### src/rtl/pwrseq_pkg.sv
package pwrseq_pkg;

  typedef enum logic {
    PS_DOWN   = 1'b0,
    PS_ACTIVE = 1'b1
  } pwrState_e;

  // status presented by the datapath to the control
  typedef struct packed {
    logic fsRise;
    logic fsTxRise;
    logic pinStatic;
    logic pinStaticHigh;
    logic timedOut;
    logic txTwice;
  } dpStat_t;

  // strobes from control to datapath
  typedef struct packed {
    logic fsCntClr;
    logic fsCntInc;
  } ctlStrb_t;

endpackage

### src/rtl/pwrseq_sync.sv
module pwrseq_sync #(
  parameter int STAGES = 2
) (
  input  logic clk,
  input  logic rstN,
  input  logic d,
  output logic q
);
  logic [STAGES-1:0] shiftReg;

  always_ff @(posedge clk or negedge rstN) begin
    if (!rstN) shiftReg <= '0;
    else       shiftReg <= {shiftReg[STAGES-2:0], d};
  end

  assign q = shiftReg[STAGES-1];
endmodule

### src/rtl/pwrseq_dp.sv
module pwrseq_dp
  import pwrseq_pkg::*;
#(
  parameter int SYNC_STAGES    = 2,
  parameter int STATIC_WIN     = 16,
  parameter int TIMEOUT_CYCLES = 400000
) (
  input  logic     clk,
  input  logic     rstN,
  input  logic     ckPinIn,
  input  logic     fsTxIn,
  input  logic     fsRxIn,
  input  ctlStrb_t strb,
  output dpStat_t  stat
);
  localparam int N_IN   = 3;
  localparam int SW_W   = $clog2(STATIC_WIN + 1);
  localparam int TMR_W  = $clog2(TIMEOUT_CYCLES + 1);
  localparam int IDX_PIN = 2;
  localparam int IDX_TX  = 1;
  localparam int IDX_RX  = 0;

  logic [N_IN-1:0] rawIn, syncIn, prevIn, edgeIn, riseIn;
  logic [SW_W-1:0]  staticCnt;
  logic [TMR_W-1:0] timer;
  logic [1:0]       txCnt;

  assign rawIn = {ckPinIn, fsTxIn, fsRxIn};

  for (genvar i = 0; i < N_IN; i++) begin : g_sync
    pwrseq_sync #(.STAGES(SYNC_STAGES)) u_sync (
      .clk (clk),
      .rstN(rstN),
      .d   (rawIn[i]),
      .q   (syncIn[i])
    );
  end

  always_ff @(posedge clk or negedge rstN) begin
    if (!rstN) prevIn <= '0;
    else       prevIn <= syncIn;
  end

  assign edgeIn = syncIn ^ prevIn;
  assign riseIn = syncIn & ~prevIn;

  // pin activity window
  always_ff @(posedge clk or negedge rstN) begin
    if (!rstN)                               staticCnt <= SW_W'(STATIC_WIN);
    else if (edgeIn[IDX_PIN])                staticCnt <= '0;
    else if (staticCnt != SW_W'(STATIC_WIN)) staticCnt <= staticCnt + 1'b1;
  end

  // frame-sync loss timer
  always_ff @(posedge clk or negedge rstN) begin
    if (!rstN)                         timer <= '0;
    else if (stat.fsRise)              timer <= TMR_W'(TIMEOUT_CYCLES);
    else if (timer != '0)              timer <= timer - 1'b1;
  end

  // transmit frame-sync counter, saturating at two
  always_ff @(posedge clk or negedge rstN) begin
    if (!rstN)                            txCnt <= '0;
    else if (strb.fsCntClr)               txCnt <= '0;
    else if (strb.fsCntInc && txCnt != 2'd2) txCnt <= txCnt + 1'b1;
  end

  assign stat.fsRise        = riseIn[IDX_TX] | riseIn[IDX_RX];
  assign stat.fsTxRise      = riseIn[IDX_TX];
  assign stat.pinStatic     = (staticCnt == SW_W'(STATIC_WIN));
  assign stat.pinStaticHigh = stat.pinStatic & prevIn[IDX_PIN];
  assign stat.timedOut      = (timer == '0);
  assign stat.txTwice       = (txCnt == 2'd2);
endmodule

### src/rtl/pwrseq_ctl.sv
module pwrseq_ctl
  import pwrseq_pkg::*;
(
  input  logic     clk,
  input  logic     rstN,
  input  dpStat_t  stat,
  output ctlStrb_t strb,
  output logic     powerDown,
  output logic     dataOutEn
);
  pwrState_e state, nextState;

  always_comb begin
    nextState = state;
    unique case (state)
      PS_DOWN:
        if (stat.fsRise && !stat.pinStaticHigh) nextState = PS_ACTIVE;
      PS_ACTIVE:
        if (stat.pinStaticHigh || (stat.timedOut && !stat.fsRise))
          nextState = PS_DOWN;
      default: nextState = PS_DOWN;
    endcase
  end

  always_ff @(posedge clk or negedge rstN) begin
    if (!rstN) state <= PS_DOWN;
    else       state <= nextState;
  end

  assign strb.fsCntClr = (nextState == PS_DOWN);
  assign strb.fsCntInc = stat.fsTxRise;
  assign powerDown     = (state == PS_DOWN);
  assign dataOutEn     = (state == PS_ACTIVE) && stat.txTwice;
endmodule

### src/rtl/codec_pwr_seq.sv
module codec_pwr_seq
  import pwrseq_pkg::*;
#(
  parameter int CLK_HZ      = 200_000_000,
  parameter int TIMEOUT_US  = 2000,
  parameter int STATIC_WIN  = 16,
  parameter int SYNC_STAGES = 2
) (
  input  logic clk,
  input  logic rstN,
  input  logic ckPin,
  input  logic fsTx,
  input  logic fsRx,
  output logic powerDown,
  output logic dataOutEn,
  output logic rxOwnClk
);
  localparam int TIMEOUT_CYCLES = (CLK_HZ / 1_000_000) * TIMEOUT_US;

  dpStat_t  stat;
  ctlStrb_t strb;

  pwrseq_dp #(
    .SYNC_STAGES   (SYNC_STAGES),
    .STATIC_WIN    (STATIC_WIN),
    .TIMEOUT_CYCLES(TIMEOUT_CYCLES)
  ) u_dp (
    .clk    (clk),
    .rstN   (rstN),
    .ckPinIn(ckPin),
    .fsTxIn (fsTx),
    .fsRxIn (fsRx),
    .strb   (strb),
    .stat   (stat)
  );

  pwrseq_ctl u_ctl (
    .clk      (clk),
    .rstN     (rstN),
    .stat     (stat),
    .strb     (strb),
    .powerDown(powerDown),
    .dataOutEn(dataOutEn)
  );

  assign rxOwnClk = ~stat.pinStatic;
endmodule

### config.mk
export PLATFORM = sky130hd
export DESIGN_NAME = codec_pwr_seq
export DESIGN_NICKNAME = d
export VERILOG_FILES = /design/src/rtl/pwrseq_pkg.sv /design/src/rtl/pwrseq_sync.sv /design/src/rtl/pwrseq_dp.sv /design/src/rtl/pwrseq_ctl.sv /design/src/rtl/codec_pwr_seq.sv
export SDC_FILE = /design/constraint.sdc
export NUM_CORES = 1
export LEC_CHECK = 0
export BUFFER_PORTS_ARGS = -buffer_cell sky130_fd_sc_hd__buf_2
export CORE_ASPECT_RATIO = 1.75
export CORE_MARGIN = 8
export CORE_UTILIZATION = 40
export CTS_BUF_LIST = sky130_fd_sc_hd__clkbuf_2 sky130_fd_sc_hd__clkbuf_4 sky130_fd_sc_hd__clkbuf_8
export DETAILED_ROUTE_END_ITERATION = 12
export GPL_TIMING_DRIVEN = 0
export SLEW_MARGIN = 20
export SYNTH_ARGS = -nofsm -noshare
export SYNTH_HDL_FRONTEND = slang
export SYNTH_SLANG_ARGS = --single-unit
### constraint.sdc
create_clock -name clk -period 4.6 [get_ports clk]
set_input_delay 1.38 -clock clk [delete_from_list [all_inputs] [get_ports clk]]
set_output_delay 1.38 -clock clk [all_outputs]
set_load 0.05 [all_outputs]
==> results of run 1 <==
## final timing paths
check,to,start,depth (start not counted),slack (ns)
worst min-delay path,u_dp.g_sync[0].u_sync.shiftReg[1],u_dp.g_sync[0].u_sync.shiftReg[0],0,0.35
min in group asynchronous,u_dp.timer[8],rstN,1,1.17
worst max register to register,u_dp.timer[3],u_dp.timer[0],7,2.04
worst min register to register,u_dp.g_sync[0].u_sync.shiftReg[1],u_dp.g_sync[0].u_sync.shiftReg[0],0,0.35
max in group asynchronous,u_dp.timer[4],rstN,1,2.90
worst max-delay path,rxOwnClk,u_dp.staticCnt[0],5,1.13
## area by class of cell
class | count | area, um^2 | share of cell area [%]
tap | 51 | 63.8 | 3.25
inverter | 8 | 30.0 | 1.53
sequential | 36 | 902 | 46.0
multi-input combinational | 121 | 821 | 41.8
buffer | 5 | 23.8 | 1.21
timing repair buffer | 7 | 35.0 | 1.78
clock buffer | 5 | 68.8 | 3.51
clock inverter | 3 | 18.8 | 0.956
## critical path, stage by stage, from the launching register on
cell	delay, ns
dfrtp_1	0.42
inv_1	0.09
ha_1	0.15
nor4bb_1	0.84
inv_2	0.06
buf_2	0.24
## stage by stage
step,cell area [um^2],std cells,hold slack [ns]
after floorplan,1780,170,0.331
after global placement,1880,228,0.332
after global routing,1960,236,0.365
after detailed placement,1880,228,0.336
after CTS,1960,236,0.352
final,1960,236,0.351
## cells by family (layout without fill, tap and decap cells)
| family | after synthesis | after routing | share of synthesized area, % |
|---|---|---|---|
| compound gates | 32 | 32 | 13.2 |
| xor+xnor | 5 | 5 | 2.47 |
| fa+ha+maj | 4 | 4 | 2.82 |
| buf+inv | 13 | 28 | 3.03 |
| flops | 36 | 36 | 50.8 |
| mux | 8 | 8 | 4.51 |
| simple gates | 72 | 72 | 23.2 |
## power groups by stage
stage / combinational, mW / sequential, mW / clock (mW)
3_3_place_gp: 0.175 / 0.405 / 0
3_5_place_dp: 0.184 / 0.409 / 0
5_1_grt: 0.208 / 0.412 / 0.247
2_1_floorplan: 0.141 / 0.398 / 0
6_report: 0.182 / 0.404 / 0.224
4_1_cts: 0.185 / 0.403 / 0.231
## metal layers
metal / GRT usage (%) / vias up
met5: 0 / -
met4: 7.68 / 0
met3: 2.70 / 13
met2: 23.4 / 18
met1: 12.2 / 704
li1: - / 655
## cells in the final DEF (no fill, tap or decap), drive strengths merged, types with 4 or more instances in the layout
cell type and instances:
a21oi 8, buf 10, clkbuf 7, dfrtp 35, ha 4, inv 8
mux2i 8, nand2 12, nand2b 4, nor2 12, nor3 7, nor4 7
o21ai 8, or3 9, or4 5
## sequential cells by signal (all words and copies together), names as in the netlist
name                         cells
u_dp.g_sync.u_sync.shiftReg      6
u_dp.staticCnt                   5
u_dp.txCnt                       2
u_ctl.state                      1
u_dp.timer                      19
u_dp.prevIn                      3
==> metrics.md, run 1 <==
| Metric | Value |
|---|---|
| Critical Path Start Type | register |
| Max-cap violations | 0 |
| Max-slew violations | 0 |
| Largest fanout on the critical path | 5 |
| Port Buffers | 7 |
| Syn-to-layout area delta | 10.5% |
| Setup-failing EPs final | 0 |
| H-tree depth | 2 |
| Global route overflow | 0 |
| Max layer used | met4 |
| Yosys top cell area share | 49.3% |
| Gr usage total | about an eighth |
| Sum of negative setup slack | 0 ns |
| Register area share after synthesis | just over 50% |
| Synth Area per Inst | between 10 and 15 um^2 |
| DP Worst Slack | 1.43 ns |
| CTS tree | yes |
| FILL cells | 430 |
| Initial Util | 41.1% |
| DIE AREA | 6910 um^2 |
| Post-synth cell types | 43 |
| Most instantiated cells after synthesis | 35 x dfrtp_1, 12 x nand2_1, 12 x nor2_1 |
| DRC Markers | 0 |
| Worst hold path type | register to register |
| Routed WL | roughly 3.9 mm |
| DRT met1 WL | roughly 1.5 mm |
| Area leader, netlist | dfrtp_1 |
| Pwr dens | 413 nW/um^2 |
| Period utilisation layout | between 70% and 80% |
| Die X | about 66 um |
| CTS root buf | clkbuf_8 |
| Die Ht | ~100 um |
| Instance count of the mapped netlist | 170 |
| Metal2 WL | 2.21 mm |
| Final antenna-violating net count | 0 |
| EDFF count, synth | 0 |
| Worst Setup Path Type | register to output port |
| Ant. Diodes | 0 |
| Post-CTS Repair Setup Buffers | 0 |
| Clock slew at reported path FFs | 0.08 ns |
| Top_reg_cell synth | dfrtp_1 |
| Min Tclk post-route | ~3.5 ns |
| Fraction of registers with async set/reset | 100% |
| Critical Path AT | 2.09 ns |
| Core footprint | 4320 um^2 |
| 1st-iter DRT viols | 58 |
| Post-CTS Resized | 0 |
| Final core utilization | 45.4% |
| Synthesized cell area | 1780 um^2 |
| Internal power | 538 uW |
| Reg power frac | 49.9% |
| Drt wl/cell | 16.7 um |
| Run status | completed |
| CTS sink cnt | 36 |
| Switching Share | 33.6% |
| Peak supply drop | 0.205 mV |
| Synthesized Nets | 179 |
| I/O pins | 8 |
| Setup ws final | 1.13 ns |
| Most common cell in the netlist | dfrtp_1 |
| Kind of end point of the critical path | output port |
| Clock network fraction of total power | 27.7% |
| # hold bufs at CTS | 0 |
| Combinational Power Share | between 20 and 25% |
| First-pass GRT wire length | 6.97 mm |
| RD Place Congestion | 0.867 |
| Drt pass-1 iters | 4 |
| Fmax | 288 MHz |
| Final Power | just over 800 uW |
| Vias in the first global route | 1511 |
| Worst slew margin | between 30% and 40% |
| Rows | 32 |
| Pleak | between 0.7 and 0.8 nW |
| Final Hold Fails | 0 |
| Worst-margin pin slew | 0.978 ns |
| Num CTS Buffers | 5 |
| Net load switching power | 272 uW |
| RSZ-0062 raised after global routing | no |
| Synth Register Bits | 36 |
| Top cells by area, synth | dfrtp_1 49%, mux2i_1 4.5%, or3_1 3.2%, ha_1 2.8%, nand2_1 2.5% |
| Clock Skew | ~0.015 ns |
| Post-DP HPWL | roughly 3.0 mm |
| Avg Vias per Cell | between 5 and 6 |
| Initial antenna violation count | 0 |
| Met3 WL | 101 um |
| Worst skew pair latency | 0.29 ns |
| Yosys warns | 0 |
| Layout cells sized above 1 | between 10% and 20% |
| WP data required | between 3 and 4 ns |
| CTS Buffer Depth | 2 |
| Pin count of the biggest net entering global routing | 37 |
| Final net count | 193 |
| Routed via count | between 1000 and 1500 |
Note: power is estimated with default switching activity, not from simulation.
==> run 2, diff against run 1 <==
--- a/config.mk
+++ b/config.mk
@@ -5,6 +5,7 @@
 export SDC_FILE = /design/constraint.sdc
 export NUM_CORES = 1
 export LEC_CHECK = 0
+export ABC_AREA = 1
 export BUFFER_PORTS_ARGS = -buffer_cell sky130_fd_sc_hd__buf_2
 export CORE_ASPECT_RATIO = 1.75
 export CORE_MARGIN = 8
==> constraint.sdc (replaced) <==
create_clock -name clk -period 3.5 [get_ports clk]
set_input_delay 1.05 -clock clk [delete_from_list [all_inputs] [get_ports clk]]
set_output_delay 1.05 -clock clk [all_outputs]
set_load 0.05 [all_outputs]
==> run 2 against run 1 <==
  * Cell area increased by 7.3%
  * Power increased by 45%
  * Largest cell class unchanged
  * Final cell count increased by 28%
  * Sequential cell count unchanged
  * Hold slack about the same
  * Sequential share of layout area decreased by 3.1 points
  * Core utilization increased by 0.14 points
  * Count of clock-buffer cells in the layout increased by 1
  * Routed wire length decreased by 4.3%
  * Critical endpoint unchanged
==> metrics.md, run 2 <==
| Metric | Value |
|---|---|
| Run status | completed |
| Avg Vias per Cell | 4.81 (-18%) |
| Global route overflow | 0 (unchanged) |
| Synth Register Bits | 36 (unchanged) |
| H-tree depth | 2 (unchanged) |
| Pwr dens | 559 nW/um^2 (+36%) |
| Worst-margin pin slew | 0.802 ns (-0.176 ns) |
| Switching Share | 33.4% (-0.22 points) |
| CTS root buf | clkbuf_8 |
| Clock Skew | 0.00647 ns (-0.00842 ns) |
| Peak supply drop | 0.347 mV (+69%) |
| Ant. Diodes | 0 (unchanged) |
| Worst Setup Path Type | register to output port |
| CTS Buffer Depth | 2 (unchanged) |
| Fraction of registers with async set/reset | 100% (unchanged) |
| Main combinational cell family by area after synthesis | simple AND/OR/NAND/NOR gates |
| Fmax | 423 MHz |
| CTS tree | yes |
| Net load switching power | 393 uW (+44%) |
| Setup-failing EPs final | 0 (unchanged) |
| Most common cell in the netlist | nand2_1 |
| Instance count of the mapped netlist | 235 (+38%) |
| 1st-iter DRT viols | 44 (-24%) |
| Hold slack | 0.351 ns (-0.000282 ns) |
| Port Buffers | 7 (unchanged) |
| Largest fanout on the critical path | 3 (-2) |
| RSZ-0062 raised after global routing | no |
| Worst hold path type | register to register |
| Final net count | 258 (+34%) |
| Post-CTS Resized | 0 (unchanged) |
| XOR/XNOR Fraction of Synth Area | 2.31% (-0.15 points) |
| Die Ht | 107 um (+2.8%) |
| Pleak | 1.10 nW (+38%) |
| FILL cells | 481 (+12%) |
| Mux cell area share after synthesis | 0% (-4.5 points) |
| Clock network fraction of total power | 31.5% (+3.8 points) |
| Crit path largest cell delay | 0.38 ns (-0.46 ns) |
| Initial Util | 41.0% (-0.12 points) |
| WP data required | 2.45 ns (-0.77 ns) |
| Critical path's slowest cell | dfrtp_1 |
| Die X | 68.0 um (+2.5%) |
| # hold bufs at CTS | 0 (unchanged) |
| Rows | 33 (+3.1%) |
| Critical Path Start Type | register |
| EDFF count, synth | 0 (unchanged) |
| Pin count of the biggest net entering global routing | 37 (unchanged) |
| Drt pass-1 iters | 4 (unchanged) |
| Max reg flops | 19 (unchanged) |
| Top_reg_cell synth | dfrtp_1 |
| Routed via count | 1452 (+4.5%) |
| CTS sink cnt | 36 (unchanged) |
| Combinational Power Share | 24.7% (+2.3 points) |
| DRC Markers | 0 (unchanged) |
| Min Tclk post-route | ~2.4 ns |
| Gr usage total | 12.0% (-0.80 points) |
| Commonest non-fill, non-tap cells in the layout | 52 x nand2_1, 37 x inv_1, 35 x dfrtp_1 |
| Final antenna-violating net count | 0 (unchanged) |
| CP cell instances | inv_1, ha_1, nand3_1, buf_2 |
| Core footprint | 4620 um^2 (+6.9%) |
| Top cells by area, synth | dfrtp_1 46%, nand2_1 10%, inv_1 7.3%, nor2_1 6.7%, nand3_1 5.5% |
| RD Place Congestion | 0.847 (-2.3%) |
| Final Hold Fails | 0 (unchanged) |
| I/O pins | 8 (unchanged) |
| Initial antenna violation count | 0 (unchanged) |
| Layout cells sized above 1 | 16.0% (+3.6 points) |
| Yosys warns | 0 (unchanged) |
| Vias in the first global route | 1422 (-5.9%) |
| Max-cap violations | 0 (unchanged) |
| Top Family by Delay on Critical Path | flip-flops |
| Top Registers | u_dp.timer (19), u_dp.g_sync.u_sync.shiftReg (6), u_dp.staticCnt (5) |
| Clock slew at reported path FFs | 0.07 ns (about the same) |
| Internal power | 785 uW (+46%) |
| DIE AREA | 7280 um^2 (+5.3%) |
| Post-CTS Repair Setup Buffers | 0 (unchanged) |
| Period utilisation layout | ~68% |
| Buf+Inv Stages, Crit Path | 2 (-1) |
| Kind of end point of the critical path | output port |
| Drt wl/cell | 12.5 um (-25%) |
| Reg power frac | 43.8% (-6.1 points) |
| Post-synth cell types | 30 (-30%) |
| Synth Area in Adders | 2.64% (-0.17 points) |
| Sum of negative setup slack | 0 ns (unchanged) |
| Compound-Gate Fraction of Synth Area | 3.76% (-9.5 points) |
| Register name with the most flops | u_dp.timer |
| Synthesized Nets | 244 (+36%) |
| Most instantiated cells after synthesis | 52 x nand2_1, 37 x inv_1, 35 x dfrtp_1 |
| Most common cell after layout, fill and taps aside | nand2_1 |
| Synth Area per Inst | 8.06 um^2 (-23%) |
| Area leader, netlist | dfrtp_1 |
| Num CTS Buffers | 5 (unchanged) |
| Synthesized cell area | 1890 um^2 (+6.6%) |
| Critical Path AT | 1.31 ns (-0.78 ns) |
| First-pass GRT wire length | 6.61 mm (-5.2%) |
| Post-DP HPWL | 2.81 mm (-6.1%) |
| Yosys top cell area share | 46.2% (-3.1 points) |
| Worst slew margin | 46.6% (+13 points) |
| Worst skew pair latency | 0.29 ns (about the same) |
| Max-slew violations | 0 (unchanged) |
| Syn-to-layout area delta | 11.2% |
| Register area share after synthesis | 47.6% (-3.2 points) |
| Routed WL | 3.76 mm (-4.3%) |
| Synth Area in Simple Gates | 35.4% (+12 points) |
==> run 2: through the flow <==
stage | worst slack [ns] | power [mW] | cell area, um^2 | utilization (%) | std cells
floorplan | 1.45 | 0.747 | 1890 | - | 235
global placement | 1.43 | 0.812 | 1990 | 43.1 | 294
detailed placement | 1.43 | 0.819 | 1990 | 43.1 | 294
CTS | 1.10 | 1.20 | 2110 | 45.5 | 302
global route | 1.03 | 1.26 | 2110 | 45.5 | 302
finish | 1.14 | 1.18 | 2110 | 45.5 | 302
==> run 2: routing by layer <==
layer | up-vias | track usage (%) | wire [um]
met5 | - | 0 | 0
met1 | 679 | 12.2 | 1500
li1 | 751 | - | -
met4 | 0 | 6.77 | 95
met3 | 8 | 2.82 | 94
met2 | 14 | 21.2 | 2070
==> run 2: power by group through the flow <==
stage	sequential (mW)	combinational (mW)	clock, mW
final	0.515	0.291	0.371
after CTS	0.515	0.297	0.385
after global placement	0.522	0.290	0
after floorplan	0.510	0.236	0
after detailed placement	0.523	0.295	0
after global routing	0.523	0.334	0.404
==> run 2: worst register-to-register path, cell delays in order (launching register included) <==
cell,delay (ns)
dfrtp_1,0.38
inv_1,0.15
ha_1,0.38
nand2_4,0.11
nor2_8,0.16
nand3_2,0.23
nand3_1,0.14
o21ai_1,0.07
==> run 2: worst paths after layout <==
| path | end | cells past startpoint | from | slack [ns] |
|---|---|---|---|---|
| setup / recovery | rxOwnClk | 4 | u_dp.staticCnt[0] | 1.14 |
| max in group asynchronous | u_dp.timer[6] | 1 | rstN | 2.14 |
| setup reg to reg | u_dp.timer[0] | 7 | u_dp.timer[0] | 1.78 |
| hold reg to reg | u_dp.g_sync[0].u_sync.shiftReg[1] | 0 | u_dp.g_sync[0].u_sync.shiftReg[0] | 0.35 |
| min in group asynchronous | u_dp.g_sync[1].u_sync.shiftReg[0] | 1 | rstN | 0.84 |
| hold / removal | u_dp.g_sync[0].u_sync.shiftReg[1] | 0 | u_dp.g_sync[0].u_sync.shiftReg[0] | 0.35 |
==> run 2: area by class of cell <==
cell class	instances	area, um^2	area share [%]
multi-input cells	158	836	39.7
clock buffers	6	76.3	3.62
clock inverters	2	35.0	1.66
flip-flops and latches	36	902	42.8
repair buffers	7	35.0	1.66
plain buffers	1	5.00	0.238
well taps	52	65.1	3.09
inverters	40	151	7.19
==> run 2: kinds of logic (layout without fill, tap and decap cells) <==
family / Yosys count / in the layout
buf+inv: 41 / 56
simple gates: 136 / 136
flops: 36 / 36
fa+ha+maj: 4 / 4
compound gates: 13 / 13
xor+xnor: 5 / 5
